==> src/rtl/rfs_pkg.sv <==
`timescale 1ns/1ps
package rfs_pkg;

    typedef enum logic [1:0] {
        MODE_PWR_WAIT,
        MODE_INIT_BURST,
        MODE_RUN
    } mode_e;

    typedef enum logic [2:0] {
        CYC_IDLE,
        CYC_REQ,
        CYC_PRECH,
        CYC_CAS_LEAD,
        CYC_RAS_LOW,
        CYC_RECOVER
    } cyc_e;

    function automatic int unsigned max2(input int unsigned a, input int unsigned b);
        return (a > b) ? a : b;
    endfunction

endpackage

==> src/rtl/rfs_pacer.sv <==
`timescale 1ns/1ps
module rfs_pacer #(
    parameter int unsigned PWR_WAIT_CYC = 20000,
    parameter int unsigned INTERVAL_CYC = 1560
) (
    input  logic clk,
    input  logic rst_n,
    input  logic pwr_en,
    input  logic run_en,
    output logic pwr_done,
    output logic tick
);
    import rfs_pkg::*;

    localparam int unsigned SPAN  = max2(PWR_WAIT_CYC, INTERVAL_CYC);
    localparam int unsigned CNT_W = $clog2(SPAN + 1);
    localparam logic [CNT_W-1:0] PWR_LAST = CNT_W'(PWR_WAIT_CYC - 1);
    localparam logic [CNT_W-1:0] INT_LAST = CNT_W'(INTERVAL_CYC - 1);

    logic [CNT_W-1:0] cnt_q;
    logic             active;
    logic             at_last;

    always_comb begin
        active   = pwr_en | run_en;
        at_last  = pwr_en ? (cnt_q == PWR_LAST) : (cnt_q == INT_LAST);
        pwr_done = pwr_en & at_last;
        tick     = run_en & at_last;
    end

    always_ff @(posedge clk or negedge rst_n) begin
        if (!rst_n) begin
            cnt_q <= '0;
        end else if (!active || at_last) begin
            cnt_q <= '0;
        end else begin
            cnt_q <= cnt_q + 1'b1;
        end
    end

endmodule

==> src/rtl/rfs_backlog.sv <==
`timescale 1ns/1ps
module rfs_backlog #(
    parameter int unsigned INIT_CYCLES = 8,
    parameter int unsigned MAX_BACKLOG = 4,
    localparam int unsigned PEND_W = $clog2(rfs_pkg::max2(INIT_CYCLES, MAX_BACKLOG) + 1)
) (
    input  logic              clk,
    input  logic              rst_n,
    input  logic              load_init,
    input  logic              tick,
    input  logic              served,
    output logic [PEND_W-1:0] pend,
    output logic              pend_nz
);
    localparam logic [PEND_W-1:0] CAP    = PEND_W'(MAX_BACKLOG);
    localparam logic [PEND_W-1:0] INIT_V = PEND_W'(INIT_CYCLES);

    logic [PEND_W-1:0] pend_q;

    always_ff @(posedge clk or negedge rst_n) begin
        if (!rst_n) begin
            pend_q <= '0;
        end else if (load_init) begin
            pend_q <= INIT_V;
        end else begin
            unique case ({tick, served})
                2'b10: if (pend_q < CAP) pend_q <= pend_q + 1'b1;
                2'b01: if (pend_q != '0) pend_q <= pend_q - 1'b1;
                default: pend_q <= pend_q;
            endcase
        end
    end

    assign pend    = pend_q;
    assign pend_nz = (pend_q != '0);

endmodule

==> src/rtl/rfs_cbr_seq.sv <==
`timescale 1ns/1ps
module rfs_cbr_seq #(
    parameter int unsigned T_RP_CYC  = 3,
    parameter int unsigned T_CSR_CYC = 1,
    parameter int unsigned T_RAS_CYC = 5
) (
    input  logic clk,
    input  logic rst_n,
    input  logic pend_nz,
    input  logic gnt,
    output logic req,
    output logic ras_n,
    output logic cas_n,
    output logic served,
    output logic idle
);
    import rfs_pkg::*;

    localparam int unsigned SPAN  = max2(max2(T_RP_CYC, T_CSR_CYC), T_RAS_CYC);
    localparam int unsigned CNT_W = $clog2(SPAN + 1);
    localparam logic [CNT_W-1:0] RP_LAST  = CNT_W'(T_RP_CYC - 1);
    localparam logic [CNT_W-1:0] CSR_LAST = CNT_W'(T_CSR_CYC - 1);
    localparam logic [CNT_W-1:0] RAS_LAST = CNT_W'(T_RAS_CYC - 1);

    cyc_e             state_q, state_d;
    logic [CNT_W-1:0] cnt_q;
    logic             phase_end;
    logic             timed;

    always_comb begin
        timed     = 1'b0;
        phase_end = 1'b0;
        unique case (state_q)
            CYC_PRECH:    begin timed = 1'b1; phase_end = (cnt_q == RP_LAST);  end
            CYC_CAS_LEAD: begin timed = 1'b1; phase_end = (cnt_q == CSR_LAST); end
            CYC_RAS_LOW:  begin timed = 1'b1; phase_end = (cnt_q == RAS_LAST); end
            CYC_RECOVER:  begin timed = 1'b1; phase_end = (cnt_q == RP_LAST);  end
            default:      begin timed = 1'b0; phase_end = 1'b0;                end
        endcase
    end

    always_comb begin
        state_d = state_q;
        unique case (state_q)
            CYC_IDLE:     if (pend_nz)   state_d = CYC_REQ;
            CYC_REQ:      if (gnt)       state_d = CYC_PRECH;
            CYC_PRECH:    if (phase_end) state_d = CYC_CAS_LEAD;
            CYC_CAS_LEAD: if (phase_end) state_d = CYC_RAS_LOW;
            CYC_RAS_LOW:  if (phase_end) state_d = CYC_RECOVER;
            CYC_RECOVER:  if (phase_end) state_d = (pend_nz && gnt) ? CYC_CAS_LEAD : CYC_IDLE;
            default:                     state_d = CYC_IDLE;
        endcase
    end

    always_ff @(posedge clk or negedge rst_n) begin
        if (!rst_n) begin
            state_q <= CYC_IDLE;
            cnt_q   <= '0;
        end else begin
            state_q <= state_d;
            if (state_d != state_q || !timed) cnt_q <= '0;
            else                              cnt_q <= cnt_q + 1'b1;
        end
    end

    always_comb begin
        req    = (state_q != CYC_IDLE);
        ras_n  = (state_q != CYC_RAS_LOW);
        cas_n  = !((state_q == CYC_CAS_LEAD) || (state_q == CYC_RAS_LOW));
        served = (state_q == CYC_RAS_LOW) && phase_end;
        idle   = (state_q == CYC_IDLE);
    end

    // RAS falls only with CAS already low in the previous cycle
    a_r4_cas_leads_ras: assert property (@(posedge clk) disable iff (!rst_n)
        $fell(ras_n) |-> (!cas_n && $past(!cas_n)));

    // CAS releases together with RAS
    a_r4_rise_together: assert property (@(posedge clk) disable iff (!rst_n)
        $rose(cas_n) |-> $rose(ras_n));

    // strobes move only while the bus is requested
    a_r7_strobes_owned: assert property (@(posedge clk) disable iff (!rst_n)
        (!ras_n || !cas_n) |-> req);

endmodule

==> src/rtl/dram_refresh_sched.sv <==
`timescale 1ns/1ps
module dram_refresh_sched #(
    parameter int unsigned PWR_WAIT_CYC = 20000,
    parameter int unsigned INIT_CYCLES  = 8,
    parameter int unsigned INTERVAL_CYC = 1560,
    parameter int unsigned MAX_BACKLOG  = 4,
    parameter int unsigned T_RP_CYC     = 3,
    parameter int unsigned T_CSR_CYC    = 1,
    parameter int unsigned T_RAS_CYC    = 5
) (
    input  logic clk,
    input  logic rst_n,
    input  logic bus_gnt,
    output logic bus_req,
    output logic init_done,
    output logic rf_ras_n,
    output logic rf_cas_n,
    output logic rf_we_n,
    output logic rf_oe_n,
    output logic rf_dq_oe
);
    import rfs_pkg::*;

    localparam int unsigned PEND_W = $clog2(max2(INIT_CYCLES, MAX_BACKLOG) + 1);
    localparam logic [PEND_W-1:0] CAP = PEND_W'(MAX_BACKLOG);

    mode_e             mode_q, mode_d;
    logic              pwr_en, run_en;
    logic              pwr_done, tick;
    logic              served, seq_idle, pend_nz;
    logic [PEND_W-1:0] pend;

    always_ff @(posedge clk or negedge rst_n) begin
        if (!rst_n) mode_q <= MODE_PWR_WAIT;
        else        mode_q <= mode_d;
    end

    always_comb begin
        mode_d = mode_q;
        unique case (mode_q)
            MODE_PWR_WAIT:   if (pwr_done)             mode_d = MODE_INIT_BURST;
            MODE_INIT_BURST: if (!pend_nz && seq_idle) mode_d = MODE_RUN;
            MODE_RUN:                                  mode_d = MODE_RUN;
            default:                                   mode_d = MODE_PWR_WAIT;
        endcase
    end

    always_comb begin
        pwr_en    = (mode_q == MODE_PWR_WAIT);
        run_en    = (mode_q == MODE_RUN);
        init_done = (mode_q == MODE_RUN);
        rf_we_n   = 1'b1;
        rf_oe_n   = 1'b1;
        rf_dq_oe  = 1'b0;
    end

    rfs_pacer #(
        .PWR_WAIT_CYC (PWR_WAIT_CYC),
        .INTERVAL_CYC (INTERVAL_CYC)
    ) pacer_i (
        .clk      (clk),
        .rst_n    (rst_n),
        .pwr_en   (pwr_en),
        .run_en   (run_en),
        .pwr_done (pwr_done),
        .tick     (tick)
    );

    rfs_backlog #(
        .INIT_CYCLES (INIT_CYCLES),
        .MAX_BACKLOG (MAX_BACKLOG)
    ) backlog_i (
        .clk       (clk),
        .rst_n     (rst_n),
        .load_init (pwr_done),
        .tick      (tick),
        .served    (served),
        .pend      (pend),
        .pend_nz   (pend_nz)
    );

    rfs_cbr_seq #(
        .T_RP_CYC  (T_RP_CYC),
        .T_CSR_CYC (T_CSR_CYC),
        .T_RAS_CYC (T_RAS_CYC)
    ) seq_i (
        .clk     (clk),
        .rst_n   (rst_n),
        .pend_nz (pend_nz),
        .gnt     (bus_gnt),
        .req     (bus_req),
        .ras_n   (rf_ras_n),
        .cas_n   (rf_cas_n),
        .served  (served),
        .idle    (seq_idle)
    );

    // nothing is requested or strobed during the power-up pause
    a_r2_quiet_wait: assert property (@(posedge clk) disable iff (!rst_n)
        (mode_q == MODE_PWR_WAIT) |-> (!bus_req && rf_ras_n && rf_cas_n));

    // ready only once the burst is fully retired and the bus released
    a_r3_done_clean: assert property (@(posedge clk) disable iff (!rst_n)
        $rose(init_done) |-> (!bus_req && pend == '0));

    // in normal running the pending count never exceeds the cap
    a_r9_backlog_cap: assert property (@(posedge clk) disable iff (!rst_n)
        init_done |-> (pend <= CAP));

endmodule

==> config.mk <==
export PLATFORM = sky130hd
export DESIGN_NAME = dram_refresh_sched
export DESIGN_NICKNAME = d
export VERILOG_FILES = /design/src/rtl/rfs_pkg.sv /design/src/rtl/rfs_pacer.sv /design/src/rtl/rfs_backlog.sv /design/src/rtl/rfs_cbr_seq.sv /design/src/rtl/dram_refresh_sched.sv
export SDC_FILE = /design/constraint.sdc
export NUM_CORES = 1
export LEC_CHECK = 0
export CAP_MARGIN = 0
export CORE_UTILIZATION = 44
export CTS_BUF_LIST = sky130_fd_sc_hd__clkbuf_16
export DETAILED_ROUTE_END_ITERATION = 8
export DONT_BUFFER_PORTS = 1
export SKIP_CTS_REPAIR_TIMING = 1
export SYNTH_ARGS = -nofsm -noshare
export SYNTH_HDL_FRONTEND = slang
export SYNTH_SLANG_ARGS = --single-unit
==> constraint.sdc <==
create_clock -name clk -period 3.7 [get_ports clk]
set_clock_uncertainty 0.05 [all_clocks]
set_input_delay 0.74 -clock clk [delete_from_list [all_inputs] [get_ports clk]]
set_output_delay 0.74 -clock clk [all_outputs]
set_load 0.05 [all_outputs]
==> results of run 1 <==
-- path summary, 6_finish.rpt --
kind,end,startpoint,slack (ps)
worst min-delay path,backlog_i.pend[2],rst_n,110
worst max-delay path,backlog_i.pend[3],mode_q[0],250
max in group asynchronous,seq_i.cnt_q[0],rst_n,3400
worst min register to register,pacer_i.cnt_q[0],pacer_i.cnt_q[0],440
worst max register to register,backlog_i.pend[3],mode_q[0],250
min in group clk,pacer_i.cnt_q[0],pacer_i.cnt_q[0],440
-- layer usage --
metal / up-vias / track usage
li1: 660 / -
met5: - / 0
met1: 641 / 0.225
met3: 2 / 0.0417
met4: 0 / 0.0245
met2: 19 / 0.307
-- layout make-up --
| type | count | area (sq um) | share of cell area |
|---|---|---|---|
| Clock buffer | 3 | 75.1 | 0.0393 |
| Clock inverter | 1 | 7.51 | 0.00393 |
| Inverter | 11 | 41.3 | 0.0216 |
| Multi-Input combinational cell | 144 | 1010 | 0.527 |
| Sequential cell | 27 | 676 | 0.353 |
| Tap cell | 48 | 60.1 | 0.0314 |
| Timing Repair Buffer | 6 | 45.0 | 0.0236 |
-- synthesized netlist by cell type, types with 2 or more instances --
| master | number | area share |
|---|---|---|
| a21oi_1 | 9 | 0.025 |
| nor3_1 | 4 | 0.011 |
| o22ai_1 | 2 | 0.0070 |
| or3_1 | 2 | 0.0070 |
| nand2b_1 | 2 | 0.0070 |
| nor2_1 | 26 | 0.055 |
| dfrtp_1 | 27 | 0.38 |
| nand4b_1 | 3 | 0.015 |
| a211oi_1 | 3 | 0.013 |
| mux2i_1 | 2 | 0.011 |
| nand4_1 | 6 | 0.021 |
| nor4_1 | 3 | 0.011 |
| conb_1 | 2 | 0.0042 |
| clkbuf_1 | 5 | 0.011 |
| xor2_1 | 6 | 0.030 |
| nand2_1 | 10 | 0.021 |
| ha_1 | 12 | 0.085 |
| and3_1 | 3 | 0.011 |
| a21o_1 | 3 | 0.013 |
| nand3_1 | 8 | 0.023 |
| o21ai_0 | 2 | 0.0056 |
| inv_1 | 11 | 0.023 |
| nor4bb_1 | 2 | 0.011 |
| xnor2_1 | 12 | 0.059 |
| nor3b_1 | 2 | 0.0084 |
| buf_4 | 3 | 0.013 |
-- power by group --
part | internal, uW | switching (uW)
combinational | 0.655 | 7.06
sequential | 295 | 0
clock | 147 | 106
-- kinds of logic after synthesis --
| group | count (synthesis) | synth area share |
|---|---|---|
| AND/OR/NAND/NOR | 80 | 0.239 |
| buffers and inverters | 20 | 0.0549 |
| other | 2 | 0.00423 |
| AO/OA/AOI/OAI | 27 | 0.119 |
| multiplexers | 3 | 0.0176 |
| XOR/XNOR | 18 | 0.0887 |
| adder cells (fa/ha/maj) | 13 | 0.0958 |
| flip-flops | 27 | 0.380 |
-- state kept, by name (all words and copies together) (netlist names) --
register / flops
seq_i.cnt_q: 3
backlog_i.pend: 4
mode_q: 2
pacer_i.cnt_q: 15
seq_i.state_q: 3
-- through the flow --
| stage | power (uW) | area (sq um) | utilization | hold WS, ps |
|---|---|---|---|---|
| 3_3_place_gp | 308 | 1830 | 0.485 | 395 |
| 3_5_place_dp | 308 | 1830 | 0.485 | 395 |
| 2_1_floorplan | 311 | 1780 | - | 394 |
| 4_1_cts | 564 | 1910 | 0.507 | 108 |
| 5_1_grt | 578 | 1910 | 0.507 | 100 |
| 6_report | 555 | 1910 | 0.507 | 114 |
-- worst max-delay path, stage by stage (launching register included) --
cell       delay (ps)
dfrtp_1           370
inv_1              70
ha_1              280
or4_4             570
a2111oi_4         490
nand2_1           140
ha_1              280
ha_1              320
a21o_1            180
a21oi_1           170
xnor2_1           160
and3_1            180
o21bai_1           60
==> flow_summary.ini, run 1 <==
[worst_setup_path]
path_max_fanout = 5
worstPathArrival_ps = 3550
critPathCaptureType = flip-flop
r2r_cells = 12
start_kind = flip-flop
critPathKind = reg -> reg
required_ps = 3800

[synth]
synth_edf_count = 0
async_flop_share = 1.00
yosysWarningCount = 0
synthesis.instances = 190
yosys.cell_types.count = 46
synth-seq-cells = 27
yosysSeqAreaShare = 0.380
synth_area_per_cell_sq_um = 9.35
synthFlopType = dfrtp_1
syn_area_sq_um = 1780

[sta]
hold_viol = 0
setup_viol = 0
setup_tns_ps = 0
max_clock_freq_mhz = 290
setup_ws_ps = 251
drv_slew = 0
relSlewSlack = 0.662
worst_pin_slew_ps = 508
post-route-min-period_ps = 3450
rsz0062_at_grt = no
period_share = 0.932

[finish]
nFillCells = 330
diodes = 0
final_cell_mix = 27 x dfrtp_1, 26 x nor2_1, 12 x xnor2_1, 12 x ha_1, 11 x inv_1
drive_above_1_share = 0.0938
syn_to_final_growth_pct = 7.61
final_common_cell = dfrtp_1
nets = 209
finalNonFillerCells = 240

[route]
drt-total-wl_mm = 3.29
ant_nets = 0
drt_first_pass_iters = 4
route.met3.wl_um = 107
drt_iter0_drc = 62
routedLengthMet1_mm = 1.62
wl_met2_mm = 1.55
num_vias = 1322
drc = 0
dr.max_layer_used = met4
wl_per_cell_um = 13.7
drt-vias-per-instance = 5.51

[clock_tree]
cts_buffers = 3
clkSinkCount = 27
clkLatencyLatePin_ps = 260
cts_tree = built
clk_pin_slew_ps = 70
cts_max_level = 1
cts_buffer_depth = 2
cts_root_buf = clkbuf_16

[placement]
gp_congestion = 0.846
io_buffers = 0
dp_slack_ps = 260
dp.cells = 236
hpwl_mm = 2.42

[power]
power_density_nw_per_um2 = 290
ir_worst_vdd_mv = 0.220
cellLeakagePower_uw = 0.000866

[floorplanning]
ios = 10
rows = 22
die_area_sq_um = 4300
initial_core_util = 0.471
fp.dieW_um = 65.5
coreArea_sq_um = 3770
fp.dieH_um = 65.5

[outcome]
outcome = completed

[global_route]
grt_max_degree = 28
grt_pass1_vias = 1373
grt-ovfl-total = 0
antenna_found_initial = 0
grt_pass1_wl_mm = 5.89
track_usage = 0.176

[hold_path]
worstHoldPathType = in -> async

[flow_run]
cap_violations = 0
Note: power is estimated with default switching activity, not from simulation.
==> inputs of run 2 (changes only) <==
==> constraint.sdc (replaced) <==
create_clock -name clk -period 4.5 [get_ports clk]
set_clock_uncertainty 0.05 [all_clocks]
set_input_delay 0.9 -clock clk [delete_from_list [all_inputs] [get_ports clk]]
set_output_delay 0.9 -clock clk [all_outputs]
set_load 0.05 [all_outputs]
==> run 2 against run 1 <==
Clock power shrank 21%. Combinational power down 18%. Register-to-register slack improved by 800 ps. Global-route usage down 0.28 points. First-iteration DRC count fell by 3.2%.
==> flow_summary.ini, run 2 (synthesis gave the netlist of run 1 again) <==
[outcome]
outcome = completed

[clock_tree]
cts_tree = built
clkLatencyLatePin_ps = 260
cts_max_level = 1
clk_pin_slew_ps = 70
cts_root_buf = clkbuf_16
cts_buffers = 3
clkSinkCount = 27
cts_buffer_depth = 2

[power]
power_density_nw_per_um2 = 242
ir_worst_vdd_mv = 0.135
fin_total_pwr_uw = 450
cellLeakagePower_uw = 0.000839

[global_route]
grt-ovfl-total = 0
grt_pass1_wl_mm = 5.82
track_usage = 0.173
grt_pass1_vias = 1323
grt_max_degree = 28
antenna_found_initial = 0

[worst_setup_path]
start_kind = flip-flop
critPathCaptureType = flip-flop
path_max_fanout = 5
rrSetupSlack_ps = 1050
r2r_cells = 12
critPathKind = reg -> reg
timing.rr.start = mode_q[0]
worstPathArrival_ps = 3560
required_ps = 4600
reg2reg_to = backlog_i.pend[3]

[sta]
drv_slew = 0
rsz0062_at_grt = no
max_clock_freq_mhz = 290
period_share = 0.767
relSlewSlack = 0.310
worst_pin_slew_ps = 1040
setup_viol = 0
hold_viol = 0
setup_tns_ps = 0
post-route-min-period_ps = 3450

[floorplanning]
fp.dieW_um = 65.5
ios = 10
rows = 22
fp.dieH_um = 65.5
initial_core_util = 0.471
coreArea_sq_um = 3770
die_area_sq_um = 4300

[route]
wl_per_cell_um = 13.3
drc = 0
drt_first_pass_iters = 4
num_vias = 1271
ant_nets = 0
drt-vias-per-instance = 5.43
drt-total-wl_mm = 3.11
drt_iter0_drc = 60

[hold_path]
worstHoldPathType = in -> async

[finish]
drive_above_1_share = 0.0591
reg.largest.list = pacer_i.cnt_q (15), backlog_i.pend (4)
diodes = 0
finalNonFillerCells = 234
final_common_cell = dfrtp_1
regMostFlops = pacer_i.cnt_q
largest_register_ffs = 15
nets = 203
final_area_sq_um = 1860
final_cell_mix = 27 x dfrtp_1, 26 x nor2_1, 12 x inv_1, 12 x xnor2_1, 12 x ha_1
postLayoutCoreUtil = 0.494
syn_to_final_growth_pct = 4.86

[placement]
hpwl_mm = 2.30
dpl_cell_area_sq_um = 1780
io_buffers = 0
gp_congestion = 0.794
dp.cells = 230

[flow_run]
cap_violations = 0
[run 2: cell count changes in the layout (fill, tap and decap cells not counted)]
cell / delta
inv_1: +1
clkinvlp_4: -1
buf_4: -6
[run 2: layout make-up]
type / instances / area (sq um)
inverter: 11 / 41.3
sequential: 27 / 676
multi-input combinational: 144 / 1010
fill: 335 / 1910
clock inverter: 1 / 3.75
tap: 48 / 60.1
clock buffer: 3 / 75.1
[run 2: worst max-delay path by stage]
stage                         start  slack (ps)                 to  cells past startpoint
after floorplan           mode_q[0]        1310  backlog_i.pend[3]                     12
after global placement    mode_q[0]        1200  backlog_i.pend[3]                     12
after detailed placement  mode_q[0]        1050  backlog_i.pend[3]                     12
after CTS                 mode_q[0]        1040  backlog_i.pend[3]                     12
after global routing      mode_q[0]         880  backlog_i.pend[3]                     12
final                     mode_q[0]        1050  backlog_i.pend[3]                     12
[run 2: per-layer routing]
layer / routed length, um / up-vias / share of wire / GRT usage
li1: - / 646 / - / -
met1: 1500 / 599 / 0.48 / 0.222
met2: 1470 / 21 / 0.47 / 0.290
met3: 99 / 5 / 0.032 / 0.0347
met4: 38 / 0 / 0.012 / 0.0571
met5: 0 / - / 0 / 0
[run 2: power breakdown]
part | switching, uW | internal, uW
sequential | 0 | 243
combinational | 5.78 | 0.537
clock | 82.3 | 119
total | 88.1 | 362
[run 2: worst max-delay path, stage by stage, from the launching register on]
cell and delay (ps):
dfrtp_1 380, inv_1 80, ha_1 280, or4_4 570, a2111oi_4 470, nand2_1 140, ha_1 310, ha_1 310
a21o_1 170, a21oi_1 180, xnor2_1 160, and3_1 180, o21bai_1 60
[run 2: through the flow]
step | worst slack [ps] | hold slack, ps
after global placement | 1200 | 434
after CTS | 1040 | 269
final | 1050 | 273
after global routing | 875 | 260
after detailed placement | 1050 | 428
after floorplan | 1310 | 400
